===== src/rtl/alarm_match_pkg.sv =====
package alarm_match_pkg;
  localparam int BYTE_W    = 8;
  localparam int FIELD_CNT = 4;
  localparam int ADR_CTRL  = 4;

  typedef enum logic [2:0] {
    RATE_MONTH, RATE_DAY, RATE_HOUR, RATE_MINUTE, RATE_SECOND
  } rate_e;

  // Value bits of a field: seconds/minutes have 7, hours/date have 6.
  function automatic logic [7:0] value_mask(input int idx);
    return (idx < 2) ? 8'h7F : 8'h3F;
  endfunction

  function automatic int unsigned field_lo(input int idx);
    return (idx == 3) ? 1 : 0;
  endfunction

  function automatic int unsigned field_hi(input int idx);
    case (idx)
      0, 1:    return 59;
      2:       return 23;
      default: return 31;
    endcase
  endfunction

  function automatic logic bcd_ok(input logic [7:0] v, input int unsigned lo,
                                  input int unsigned hi);
    int unsigned bin;
    bin = 32'(v[7:4]) * 10 + 32'(v[3:0]);
    return (v[3:0] <= 4'd9) && (v[7:4] <= 4'd9) && (bin >= lo) && (bin <= hi);
  endfunction

  // Fields that must match, bit 0 = seconds ... bit 3 = date.
  function automatic logic [3:0] care_of(input rate_e r);
    case (r)
      RATE_MONTH:  return 4'b1111;
      RATE_DAY:    return 4'b0111;
      RATE_HOUR:   return 4'b0011;
      RATE_MINUTE: return 4'b0001;
      default:     return 4'b0000;
    endcase
  endfunction
endpackage


===== src/rtl/alarm_regs.sv =====
module alarm_regs
  import alarm_match_pkg::*;
#(
  parameter int ADDR_W = 3
) (
  input  logic                            clk,
  input  logic                            rst_n,
  input  logic                            wr_en,
  input  logic [ADDR_W-1:0]               wr_addr,
  input  logic [BYTE_W-1:0]               wr_data,
  input  logic [ADDR_W-1:0]               rd_addr,
  output logic [BYTE_W-1:0]               rd_data,
  output logic [FIELD_CNT-1:0][BYTE_W-1:0] alarm_q,
  output logic                            irq_en,
  output logic                            wr_accept
);
  localparam logic [ADDR_W-1:0] FLD_LAST = ADDR_W'(FIELD_CNT - 1);
  localparam logic [ADDR_W-1:0] CTRL_A   = ADDR_W'(ADR_CTRL);

  logic field_sel;
  logic range_ok;

  assign field_sel = wr_addr <= FLD_LAST;

  always_comb begin
    int idx;
    idx      = int'(wr_addr);
    range_ok = bcd_ok(wr_data & value_mask(idx), field_lo(idx), field_hi(idx));
  end

  assign wr_accept = wr_en && ((field_sel && range_ok) || (wr_addr == CTRL_A));

  for (genvar g = 0; g < FIELD_CNT; g++) begin : g_field
    always_ff @(posedge clk or negedge rst_n) begin
      if (!rst_n)
        alarm_q[g] <= '0;
      else if (wr_accept && wr_addr == ADDR_W'(g))
        alarm_q[g] <= wr_data & (value_mask(g) | 8'h80);
    end
  end

  always_ff @(posedge clk or negedge rst_n) begin
    if (!rst_n)
      irq_en <= 1'b0;
    else if (wr_accept && wr_addr == CTRL_A)
      irq_en <= wr_data[0];
  end

  always_comb begin
    rd_data = '0;
    if (rd_addr <= FLD_LAST)
      rd_data = alarm_q[rd_addr[1:0]];
    else if (rd_addr == CTRL_A)
      rd_data = {{(BYTE_W-1){1'b0}}, irq_en};
  end
endmodule


===== src/rtl/alarm_rate_decode.sv =====
module alarm_rate_decode
  import alarm_match_pkg::*;
(
  input  logic [FIELD_CNT-1:0] mask_bits,
  output rate_e                rate
);
  // Only nested patterns (date, then hour, then minute) select slower rates.
  always_comb begin
    case (mask_bits)
      4'b0000: rate = RATE_MONTH;
      4'b1000: rate = RATE_DAY;
      4'b1100: rate = RATE_HOUR;
      4'b1110: rate = RATE_MINUTE;
      default: rate = RATE_SECOND;
    endcase
  end
endmodule


===== src/rtl/alarm_compare.sv =====
module alarm_compare
  import alarm_match_pkg::*;
(
  input  logic [FIELD_CNT-1:0][BYTE_W-1:0] alarm_q,
  input  logic [FIELD_CNT-1:0][BYTE_W-1:0] cur_time,
  input  rate_e                            rate,
  output logic                             match_hit
);
  logic [FIELD_CNT-1:0] care;
  logic [FIELD_CNT-1:0] field_eq;

  assign care = care_of(rate);

  for (genvar g = 0; g < FIELD_CNT; g++) begin : g_cmp
    assign field_eq[g] = !care[g] ||
                         (((alarm_q[g] ^ cur_time[g]) & value_mask(g)) == 8'h00);
  end

  assign match_hit = &field_eq;
endmodule


===== src/rtl/alarm_match_top.sv =====
module alarm_match_top
  import alarm_match_pkg::*;
#(
  parameter int ADDR_W = 3
) (
  input  logic              clk,
  input  logic              rst_n,
  input  logic              wr_en,
  input  logic [ADDR_W-1:0] wr_addr,
  input  logic [7:0]        wr_data,
  input  logic [ADDR_W-1:0] rd_addr,
  output logic [7:0]        rd_data,
  input  logic [7:0]        cur_sec,
  input  logic [7:0]        cur_min,
  input  logic [7:0]        cur_hour,
  input  logic [7:0]        cur_date,
  input  logic              sec_tick,
  output logic              irq
);
  logic [FIELD_CNT-1:0][BYTE_W-1:0] alarm_q;
  logic [FIELD_CNT-1:0][BYTE_W-1:0] cur_time;
  logic [FIELD_CNT-1:0]             mask_bits;
  logic                             irq_en;
  logic                             wr_accept;
  logic                             match_hit;
  logic                             fire;
  rate_e                            rate_sel;

  assign cur_time = {cur_date, cur_hour, cur_min, cur_sec};

  alarm_regs #(.ADDR_W(ADDR_W)) regs_i (
    .clk(clk), .rst_n(rst_n), .wr_en(wr_en), .wr_addr(wr_addr),
    .wr_data(wr_data), .rd_addr(rd_addr), .rd_data(rd_data),
    .alarm_q(alarm_q), .irq_en(irq_en), .wr_accept(wr_accept)
  );

  for (genvar g = 0; g < FIELD_CNT; g++) begin : g_mask
    assign mask_bits[g] = alarm_q[g][BYTE_W-1];
  end

  alarm_rate_decode rate_i (.mask_bits(mask_bits), .rate(rate_sel));

  alarm_compare cmp_i (
    .alarm_q(alarm_q), .cur_time(cur_time), .rate(rate_sel), .match_hit(match_hit)
  );

  assign fire = sec_tick && match_hit && irq_en;

  always_ff @(posedge clk or negedge rst_n) begin
    if (!rst_n) irq <= 1'b0;
    else        irq <= fire;
  end
endmodule


===== config.mk =====
export PLATFORM = sky130hd
export DESIGN_NAME = alarm_match_top
export DESIGN_NICKNAME = d
export VERILOG_FILES = /design/src/rtl/alarm_match_pkg.sv /design/src/rtl/alarm_regs.sv /design/src/rtl/alarm_rate_decode.sv /design/src/rtl/alarm_compare.sv /design/src/rtl/alarm_match_top.sv
export SDC_FILE = /design/constraint.sdc
export NUM_CORES = 1
export LEC_CHECK = 0
export ABC_AREA = 1
export CORE_ASPECT_RATIO = 0.8
export CORE_MARGIN = 4
export CORE_UTILIZATION = 54
export CTS_CLUSTER_DIAMETER = 60
export DETAILED_ROUTE_END_ITERATION = 7
export GPL_ROUTABILITY_DRIVEN = 0
export PLACE_DENSITY = 0.89
export SYNTH_ARGS = -nofsm -noshare
export SYNTH_HDL_FRONTEND = slang
export SYNTH_SLANG_ARGS = --single-unit

===== constraint.sdc =====
create_clock -name clk -period 1.7 [get_ports clk]
set_input_delay 0.17 -clock clk [delete_from_list [all_inputs] [get_ports clk]]
set_output_delay 0.17 -clock clk [all_outputs]
set_load 0.01 [all_outputs]

### After elaboration in Yosys (flattened, before gate mapping)

Index checks and enable logic that the tools add are counted.

| word-level totals | value |
|---|---|
| flip-flop bits (word level) | 32 |
| bits of input ports | 50 |
| output and inout bits | 9 |
| logic and storage cells | 72 |

| operators by class | value |
|---|---|
| $add $sub $neg | 1 |
| $mul | 1 |
| $lt $le $gt $ge | 8 |
| eq/ne operators | 12 |
| muxes and demuxes | 9 |
| bitwise operators | 5 |
| reduce and logical (&&, ||, !) cells | 30 |

Operators with widths:

| cell | count |
|---|---|
| 32-bit greater-or-equal comparator | 1 |
| 32-bit by 6-bit less-or-equal comparator with 1-bit output | 1 |
| 8-bit logical NOT | 4 |
| 8-bit binary-select mux with 2-bit select | 1 |
| 8-bit 2-to-1 mux | 2 |
| 4-bit case mux with 4 select lines | 1 |
| 7-bit bitwise XOR | 2 |
| 3-bit by 2-bit == test with 1-bit output (second input constant) | 4 |
| 4-bit == test (second input constant) | 3 |
| 1-bit logical AND | 12 |
| 3-bit case mux with 4 select lines | 1 |
| 6-bit case mux with 2 select lines | 1 |
| 6-bit bitwise XOR | 2 |
| 8-bit by 4-bit adder with 9-bit output | 1 |
| 3-bit == test (second input constant) | 3 |
| 8-bit bitwise AND | 1 |
| 4-bit less-or-equal comparator (second input constant) | 2 |
| 4-bit by 3-bit multiplier with 7-bit output (second input constant) | 1 |
| 7-bit 2-to-1 mux | 1 |
| 3-bit by 1-bit == test with 1-bit output (second input constant) | 2 |
| 3-bit by 2-bit less-or-equal comparator with 1-bit output (second input constant) | 2 |
| 3-bit logical NOT | 2 |
| 1-bit logical OR | 5 |
| 1-bit logical NOT | 4 |
| other kinds (6) | 7 |

### Logic depth before layout (Yosys ltp)

Gate-level depths: netlist (run 1).

| logic depth | value |
|---|---|
| word-level depth | 12 |
| depth in mapped cells | 22 |
| mapped depth without buffers | 21 |

### Cells and area by module

From an unflattened synthesis (run 1), not the netlist that was laid out.

| unflattened totals | value |
|---|---|
| cell total of the unflattened synthesis | 414 |
| area, all modules | 2555.0 µm² |

Modules (own cells, without submodules):

| module | instances | cells each | area an instance (µm²) | sequential area each (µm²) |
|---|---|---|---|---|
| alarm_regs | 1 | 255 | 1901.8 | 775.7 |
| alarm_compare | 1 | 138 | 549.3 | 0.0 |
| alarm_rate_decode | 1 | 17 | 65.1 | 0.0 |
| alarm_match_top | 1 | 4 | 38.8 | 25.0 |

### Worst setup path after synthesis (run 1)

Ideal clock, no wire load.

| timing path | value |
|---|---|
| kind | input to register |
| from | in wr_addr[2] |
| to | reg regs_i.alarm_q[0] in the netlist's numbering |
| data arrival time | 2.467 ns |
| data required time | 1.583 ns |
| setup slack | -0.884 ns |
| cell stages on the path | 21 |
| path buffers | 1 |
| cells stage by stage | buf_6 nor2_1 inv_1 nor2_1 ha_1 ha_1 nand2_1 nand2_1 nand2_1 nand2_1 inv_1 ha_1 nand3_1 nor2_2 nand2_1 nand2_2 nand2_4 nand2_8 nand2_2 nand2_1 nand2_1 |

| between the ends | value |
|---|---|
| cells in the longest elaborated chain, start to end | 12 |

RTL lines:

| what | RTL line | RTL |
|---|---|---|
| from (decl) | alarm_match_top.sv:9 | `input logic [ADDR_W-1:0] wr_addr,` |
| 3-bit by 2-bit less-than comparator with 1-bit output | alarm_match_pkg.sv:12 | `return (idx < 2) ? 8'h7F : 8'h3F;` |
| 7-bit 2-to-1 mux | alarm_match_pkg.sv:12 |  |
| 8-bit bitwise AND | alarm_regs.sv:28 | `range_ok = bcd_ok(wr_data & value_mask(idx), field_lo(idx), field_hi(idx));` |
| 4-bit by 3-bit multiplier with 7-bit output | alarm_match_pkg.sv:30 | `bin = 32'(v[7:4]) * 10 + 32'(v[3:0]);` |
| 8-bit by 4-bit adder with 9-bit output | alarm_match_pkg.sv:30 |  |
| 32-bit greater-or-equal comparator | alarm_match_pkg.sv:31 | `return (v[3:0] <= 4'd9) && (v[7:4] <= 4'd9) && (bin >= lo) && (bin <= hi);` |
| 1-bit logical AND (2 in series) | alarm_match_pkg.sv:31 |  |
| 1-bit logical AND | alarm_regs.sv:31 | `assign wr_accept = wr_en && ((field_sel && range_ok) \|\| (wr_addr == CTRL_A));` |
| 1-bit logical OR | alarm_regs.sv:31 |  |
| 1-bit logical AND | alarm_regs.sv:31 |  |
| 1-bit logical AND (*) | alarm_regs.sv:37 | `else if (wr_accept && wr_addr == ADDR_W'(g))` |
| to (signal, indexed assignment) | alarm_regs.sv:38 | `alarm_q[g] <= wr_data & (value_mask(g) \| 8'h80);` |
| to (decl) | alarm_regs.sv:13 | `output logic [FIELD_CNT-1:0][BYTE_W-1:0] alarm_q,` |

Every way passes the cells marked *; elsewhere a longest branch is shown, timed or not.
A chain may end at the register's enable or synchronous reset.

### Worst setup path in the final report (run 1)

| timing path | value |
|---|---|
| from | in wr_data[4] |
| to | reg regs_i.alarm_q[4] in the netlist's numbering |

| between the ends | value |
|---|---|
| cells in the longest elaborated chain, start to end | 10 |

RTL lines:

| what | RTL line | RTL |
|---|---|---|
| from (decl) | alarm_match_top.sv:10 | `input logic [7:0] wr_data,` |
| 8-bit bitwise AND | alarm_regs.sv:28 |  |
| 4-bit by 3-bit multiplier with 7-bit output | alarm_match_pkg.sv:30 |  |
| 8-bit by 4-bit adder with 9-bit output | alarm_match_pkg.sv:30 |  |
| 32-bit greater-or-equal comparator | alarm_match_pkg.sv:31 |  |
| 1-bit logical AND (2 in series) | alarm_match_pkg.sv:31 |  |
| 1-bit logical AND | alarm_regs.sv:31 |  |
| 1-bit logical OR | alarm_regs.sv:31 |  |
| 1-bit logical AND | alarm_regs.sv:31 |  |
| 1-bit logical AND | alarm_regs.sv:37 |  |

Several ways; a longest one is shown, not always the timed one.

==> flow_summary.ini, run 1 <==
[routing]
vias = 3249
wl_per_cell_um = 22.4
firstDrtPassIters = 6
drt_iter0_drc = 536
wirelength_um = 11100
via_per_inst = 6.58
remaining_drc_errors = 0
ant_nets = 0

[yosys]
synth_edf_count = 0
avgSynthCellArea_um2 = 7.26
yosysTopAreaCell = dfrtp_1
synth_common_cells = 89 x nand2_1, 42 x nand3_1, 32 x dfrtp_1
synth_top_area_share_pct = 33.0
ys_top_cells_by_area = dfrtp_1 33%, nand2_1 14%, nand3_1 8.7%
postSynthCellCount = 334
yosys_warnings = 0
yosysMostFrequentCell = nand2_1
synth-seq-area-share_pct = 33.0
yosys_register_bits = 32
ys_types = 33
postSynth.asyncResetShare_pct = 100
ys.flop_type = dfrtp_1
syn-cell-area_um2 = 2430
syn-num-nets = 396

[sta]
worst_slack_ns = -0.752
timing.fmax_mhz = 408
period_share_pct = 144
hold_viol_final = 0
relSlewSlack_pct = 71.1
fin_skew_ns = 0.00369
slew_viol_final = 0
hold_ws_ns = 0.259
rsz0062_at_grt = true
period_needed_ns = 2.45
worst_pin_slew_ns = 0.434
setup_viol = 30

[clocking]
clk_path_buf_depth = 2
cts_tree = done
cts.hold.buffers_added = 0
root_buffer = clkbuf_8
cts_htree_levels = 2
cts_sinks = 32
cts_buffers = 5
cts.clk_slew.worst_paths_ns = 0.07
clk_latency_ns = 0.30

[worst_setup_path]
cp.required_ns = 1.87
reg2reg_depth = 7
r2r-start = regs_i.alarm_q[8]
worstSetupEndpointType = flip-flop
reg2reg_setup_slack_ns = 0.20
worstPathMaxFanout = 8
rr_endpoint = irq
startpoint_type = input pin
arrival_ns = 2.63
critPathKind = input pin to flip-flop

[power]
ir_drop_v = 0.000567
p_leak_nw = 1.80
p_per_area_nw_per_um2 = 901

[placement]
port_buffers = 52
dp_cells = 475
dp_hpwl_um = 5790

[final_layout]
area_delta_synth_final_pct = 57.1
finalNetCount = 498
finalNonFillerCells = 494
fill_cells = 187
num_antenna_cells = 0
fin_util_pct = 89.5
final_layout_size_suffix_gt1_share_pct = 36.4

[die]
die-area_um2 = 5640
die_w_um = 82.9
fp.dieH_um = 68.0
core_um2 = 4260
initial_core_util_pct = 57.0
num_rows = 21
io_pins = 59

[grt]
grt_usage_pct = 34.9
grt_pass1_vias = 3021
grt_max_degree = 33
grt_pass1_wl_um = 15200
antenna_found_initial = 0
gr-total-overflow = 0

[status]
violations = negative setup slack
status = finished, violations left

[worst_hold_path]
hold_path.class = input pin to flip-flop
hp-start = wr_data[6]
min_to = regs_i.alarm_q[6]
whs_path_depth = 4

[run]
maxCapViolations = 0
[cell usage in the layout, fill, tap and decap left out, types with 11 or more instances in the layout]
master,count
a21oi_1,14
buf_4,43
clkdlybuf4s50_1,35
dfrtp_1,32
inv_1,22
nand2_1,60
nand2_2,28
nand3_1,24
nand3_2,18
nor2_1,28
o21ai_0,14
xor2_1,11
[through the flow]
step | power [mW] | setup slack (ns) | area [um2] | TNS [ns]
floorplan | 1.76 | -0.690 | 2470 | -20.71
global placement | 2.16 | -1.23 | 3300 | -38.83
detailed placement | 2.21 | -1.36 | 3300 | -42.04
CTS | 3.14 | -0.501 | 3670 | -14.29
global route | 3.56 | -0.941 | 3810 | -23.93
finish | 3.43 | -0.752 | 3810 | -20.84
[worst max-delay path by stage]
stage                          start                  to  slack (ns)
after floorplan           wr_addr[2]  regs_i.alarm_q[10]       -0.69
after global placement    wr_addr[1]  regs_i.alarm_q[15]       -1.23
after detailed placement  wr_addr[1]  regs_i.alarm_q[18]       -1.36
after CTS                 wr_addr[2]   regs_i.alarm_q[7]       -0.50
after global routing      wr_addr[2]   regs_i.alarm_q[2]       -0.94
final                     wr_data[4]   regs_i.alarm_q[4]       -0.75
[critical path, stage by stage]
cell and delay (ns):
buf_2 0.17, ha_4 0.16, inv_1 0.06, fa_2 0.42
inv_2 0.10, nand2_4 0.06, nand2_2 0.07, nand2_2 0.06
nand2_2 0.07, inv_2 0.05, ha_4 0.27, nand3_2 0.06
nor2_2 0.11, nand2_1 0.14, nand2_2 0.12, nand2_4 0.09
nand2_8 0.16, nand2_8 0.11, nand2_1 0.11, nand2_1 0.09
[flip-flops by register name (all words and copies together) (netlist names)]
register	flops
regs_i.irq_en	1
regs_i.alarm_q	30
irq	1
[cell families (layout without fill, tap and decap cells)]
group	count (synthesis)	in the layout	synth area share [%]
adder cells (fa/ha/maj)	12	12	6.50
XOR/XNOR	18	18	6.50
AO/OA/AOI/OAI	39	39	9.08
buffers and inverters	38	139	7.58
flip-flops	32	32	33.0
AND/OR/NAND/NOR	195	197	37.3
[per-layer routing]
layer	GRT usage [%]	wire, um	share of wire [%]
met3	11.0	1570	14
met5	0	0	0
met1	38.1	3760	34
met2	60.5	4670	42
met4	22.2	1060	9.6
[power breakdown]
part | switching (mW) | total [mW] | internal, mW
Combinational | 0.762 | 1.35 | 0.588
Sequential | 0.273 | 1.24 | 0.962
Clock | 0.329 | 0.847 | 0.518
Total | 1.36 | 3.43 | 2.07
[cell type report]
cell class / instances / area, um2 / share of cell area (%)
well taps: 57 / 71.3 / 1.87
clock inverters: 1 / 30.0 / 0.788
flip-flops and latches: 32 / 801 / 21.0
clock buffers: 7 / 96.3 / 2.53
repair buffers: 101 / 875 / 22.9
multi-input cells: 266 / 1830 / 47.9
inverters: 30 / 113 / 2.95
[what timing repair did]
action	CTS	global route
pin swaps	15	20
resized for setup	82	52
cloned	2	0
endpoints found under the hold margin	0	0
buffers inserted	6	3
endpoints found under the setup margin	38	37
Note: power is estimated with default switching activity, not from simulation.
==> run 2, diff against run 1 <==
--- a/config.mk
+++ b/config.mk
@@ -7,7 +7,6 @@
 export LEC_CHECK = 0
 export ABC_AREA = 1
 export CORE_ASPECT_RATIO = 0.8
-export CORE_MARGIN = 4
 export CORE_UTILIZATION = 54
 export CTS_CLUSTER_DIAMETER = 60
 export DETAILED_ROUTE_END_ITERATION = 7
==> run 2 against run 1 <==
Power grew 4.9%; non-clock buffer count grew 5; highest routed layer unchanged; the flow finishes with violations (design-rule violations, negative setup slack); maximum frequency shrank 6.4%; design area grew 1.5%; critical path type unchanged; wire length grew 12%.
==> flow_summary.ini, run 2 (synthesis results as in run 1) <==
[worst_setup_path]
arrival_ns = 2.78
cp_slowest_stage_delay_ns = 0.29
cp.required_ns = 1.86
critPathLaunch = wr_addr[1]
worstPathMaxFanout = 8
path_cells = buf_6 -> nor2_4 -> inv_2 -> nor2_4 -> ha_4 -> ha_4 -> xnor2_2 -> ha_1 -> a21oi_1 -> nand3b_1 -> nand2_2 -> nand2_4 -> nand2_4 -> nand2_8 -> nand2_4 -> nand2_2 -> nand2_1
cp_slowest_cell = ha_1
worstSetupEndpointType = flip-flop
startpoint_type = input pin
critPathMostFrequentCell = nand2_4
crit_buf_inv = 2
r2r-start = regs_i.alarm_q[8]
critPathTopFamily = simple AND/OR/NAND/NOR gates
critPathKind = input pin to flip-flop

[power]
p_leak_nw = 1.81
ir_drop_v = 0.000588
p_per_area_nw_per_um2 = 931
power_mw = 3.60

[clocking]
cts_tree = done
cts.hold.buffers_added = 0
cts.clk_slew.worst_paths_ns = 0.07
clk_path_buf_depth = 2
cts_htree_levels = 2
clk_latency_ns = 0.30
cts_sinks = 32
root_buffer = clkbuf_8
cts_buffers = 5

[placement]
port_buffers = 52
dp_slack_ns = -1.36
dp_hpwl_um = 5720
dp_cells = 474

[final_layout]
num_antenna_cells = 0
finalNetCount = 502
fill_cells = 162
multi_input_area_um2 = 1830
final_layout_size_suffix_gt1_share_pct = 36.1
finalNonFillerCells = 498
top_register = regs_i.alarm_q
area_delta_synth_final_pct = 59.5
largest_register_ffs = 30
final_common_cell = nand2_1
seq_area_um2 = 802
final_cell_mix = 62 x nand2_1, 50 x buf_4, 34 x clkdlybuf4s50_1, 31 x dfrtp_1, 28 x nor2_1
top_regs = regs_i.alarm_q x30, irq x1, regs_i.irq_en x1

[sta]
finalSetupTns_ns = -26.07
rsz0062_at_grt = true
hold_viol_final = 0
setup_viol = 34
timing.fmax_mhz = 382
period_share_pct = 154
worst_slack_ns = -0.919
hold_ws_ns = 0.261
slew_viol_final = 0
fin_skew_ns = 0.00792
period_needed_ns = 2.62
worst_pin_slew_ns = 0.640
relSlewSlack_pct = 57.3

[grt]
grt_max_degree = 33
grt_usage_pct = 43.7
gr-total-overflow = 0
grt_pass1_wl_um = 15400
grt_pass1_vias = 3041
antenna_found_initial = 0

[die]
fp.dieH_um = 62.0
io_pins = 59
die-area_um2 = 4770
initial_core_util_pct = 57.0
num_rows = 21
core_um2 = 4260
die_w_um = 76.9

[routing]
drt_iter0_drc = 735
via_per_inst = 7.01
wl_per_cell_um = 24.9
firstDrtPassIters = 8
vias = 3492
ant_nets = 0
remaining_drc_errors = 18
wirelength_um = 12400

[worst_hold_path]
hp-start = wr_data[6]
hold_path.class = input pin to flip-flop

[status]
violations = design-rule violations, negative setup slack
status = finished, violations left

[run]
maxCapViolations = 0
## run 2: cell types whose count changed in the layout (fill, tap and decap cells not counted), sizes merged
cell           before  now
buf                54   59
clkdlybuf4s15       1    5
nand2             101  100
dlygate4sd2         4    7
clkbuf             14    8
clkdlybuf4s50      35   34
## run 2: worst reg2reg max path: stages (launching register included)
cell,delay (ns)
dfrtp_1,0.41
buf_4,0.16
or2_2,0.29
a22oi_1,0.17
nand4_1,0.15
nand2_1,0.10
a21oi_1,0.09
nor2_1,0.14
## run 2: repair_timing
item                       4_1_cts  5_1_grt
gates cloned                     1        0
setup endpoints to repair       38       34
pin swaps                       20       34
buffers inserted                11        4
resized for setup               86       45
## run 2: metal layers
metal	GRT usage [%]	wire length, um	vias to the layer above
met5	0	0	-
met4	29.4	1430	0
met3	14.5	1840	192
met2	73.6	5150	455
met1	49.3	3980	1538
li1	-	-	1307
## run 2: final cells by class
cell class              instances  share of cell area, %
clock buffers                   7                   2.49
clock inverters                 1                  0.776
inverters                      30                   2.91
multi-input cells             265                   47.3
flip-flops and latches         32                   20.7
well taps                      57                   1.84
repair buffers                106                   23.9
## run 2: through the flow
| stage | instance area, um2 | utilization, % |
|---|---|---|
| floorplan | 2470 | - |
| global placement | 3280 | 77.2 |
| detailed placement | 3280 | 77.2 |
| CTS | 3670 | 86.2 |
| global route | 3870 | 90.9 |
| finish | 3870 | 90.9 |
## run 2: power breakdown
part | internal [mW] | total (mW) | switching (mW) | leakage, nW
combinational | 0.625 | 1.51 | 0.889 | 1.34
sequential | 0.964 | 1.25 | 0.287 | 0.409
clock | 0.518 | 0.837 | 0.319 | 0.0645
total | 2.11 | 3.60 | 1.50 | 1.81
## run 2: worst paths after layout
| path | end | cells past startpoint | slack (ns) |
|---|---|---|---|
| worst max-delay path | regs_i.alarm_q[17] | 17 | -0.92 |
| worst min-delay path | regs_i.alarm_q[14] | 4 | 0.26 |
| worst max register to register | irq | 7 | 0.10 |
| worst min register to register | regs_i.alarm_q[24] | 2 | 0.58 |
| max in group asynchronous | regs_i.alarm_q[23] | 2 | 1.09 |
| min in group asynchronous | regs_i.alarm_q[4] | 2 | 0.28 |
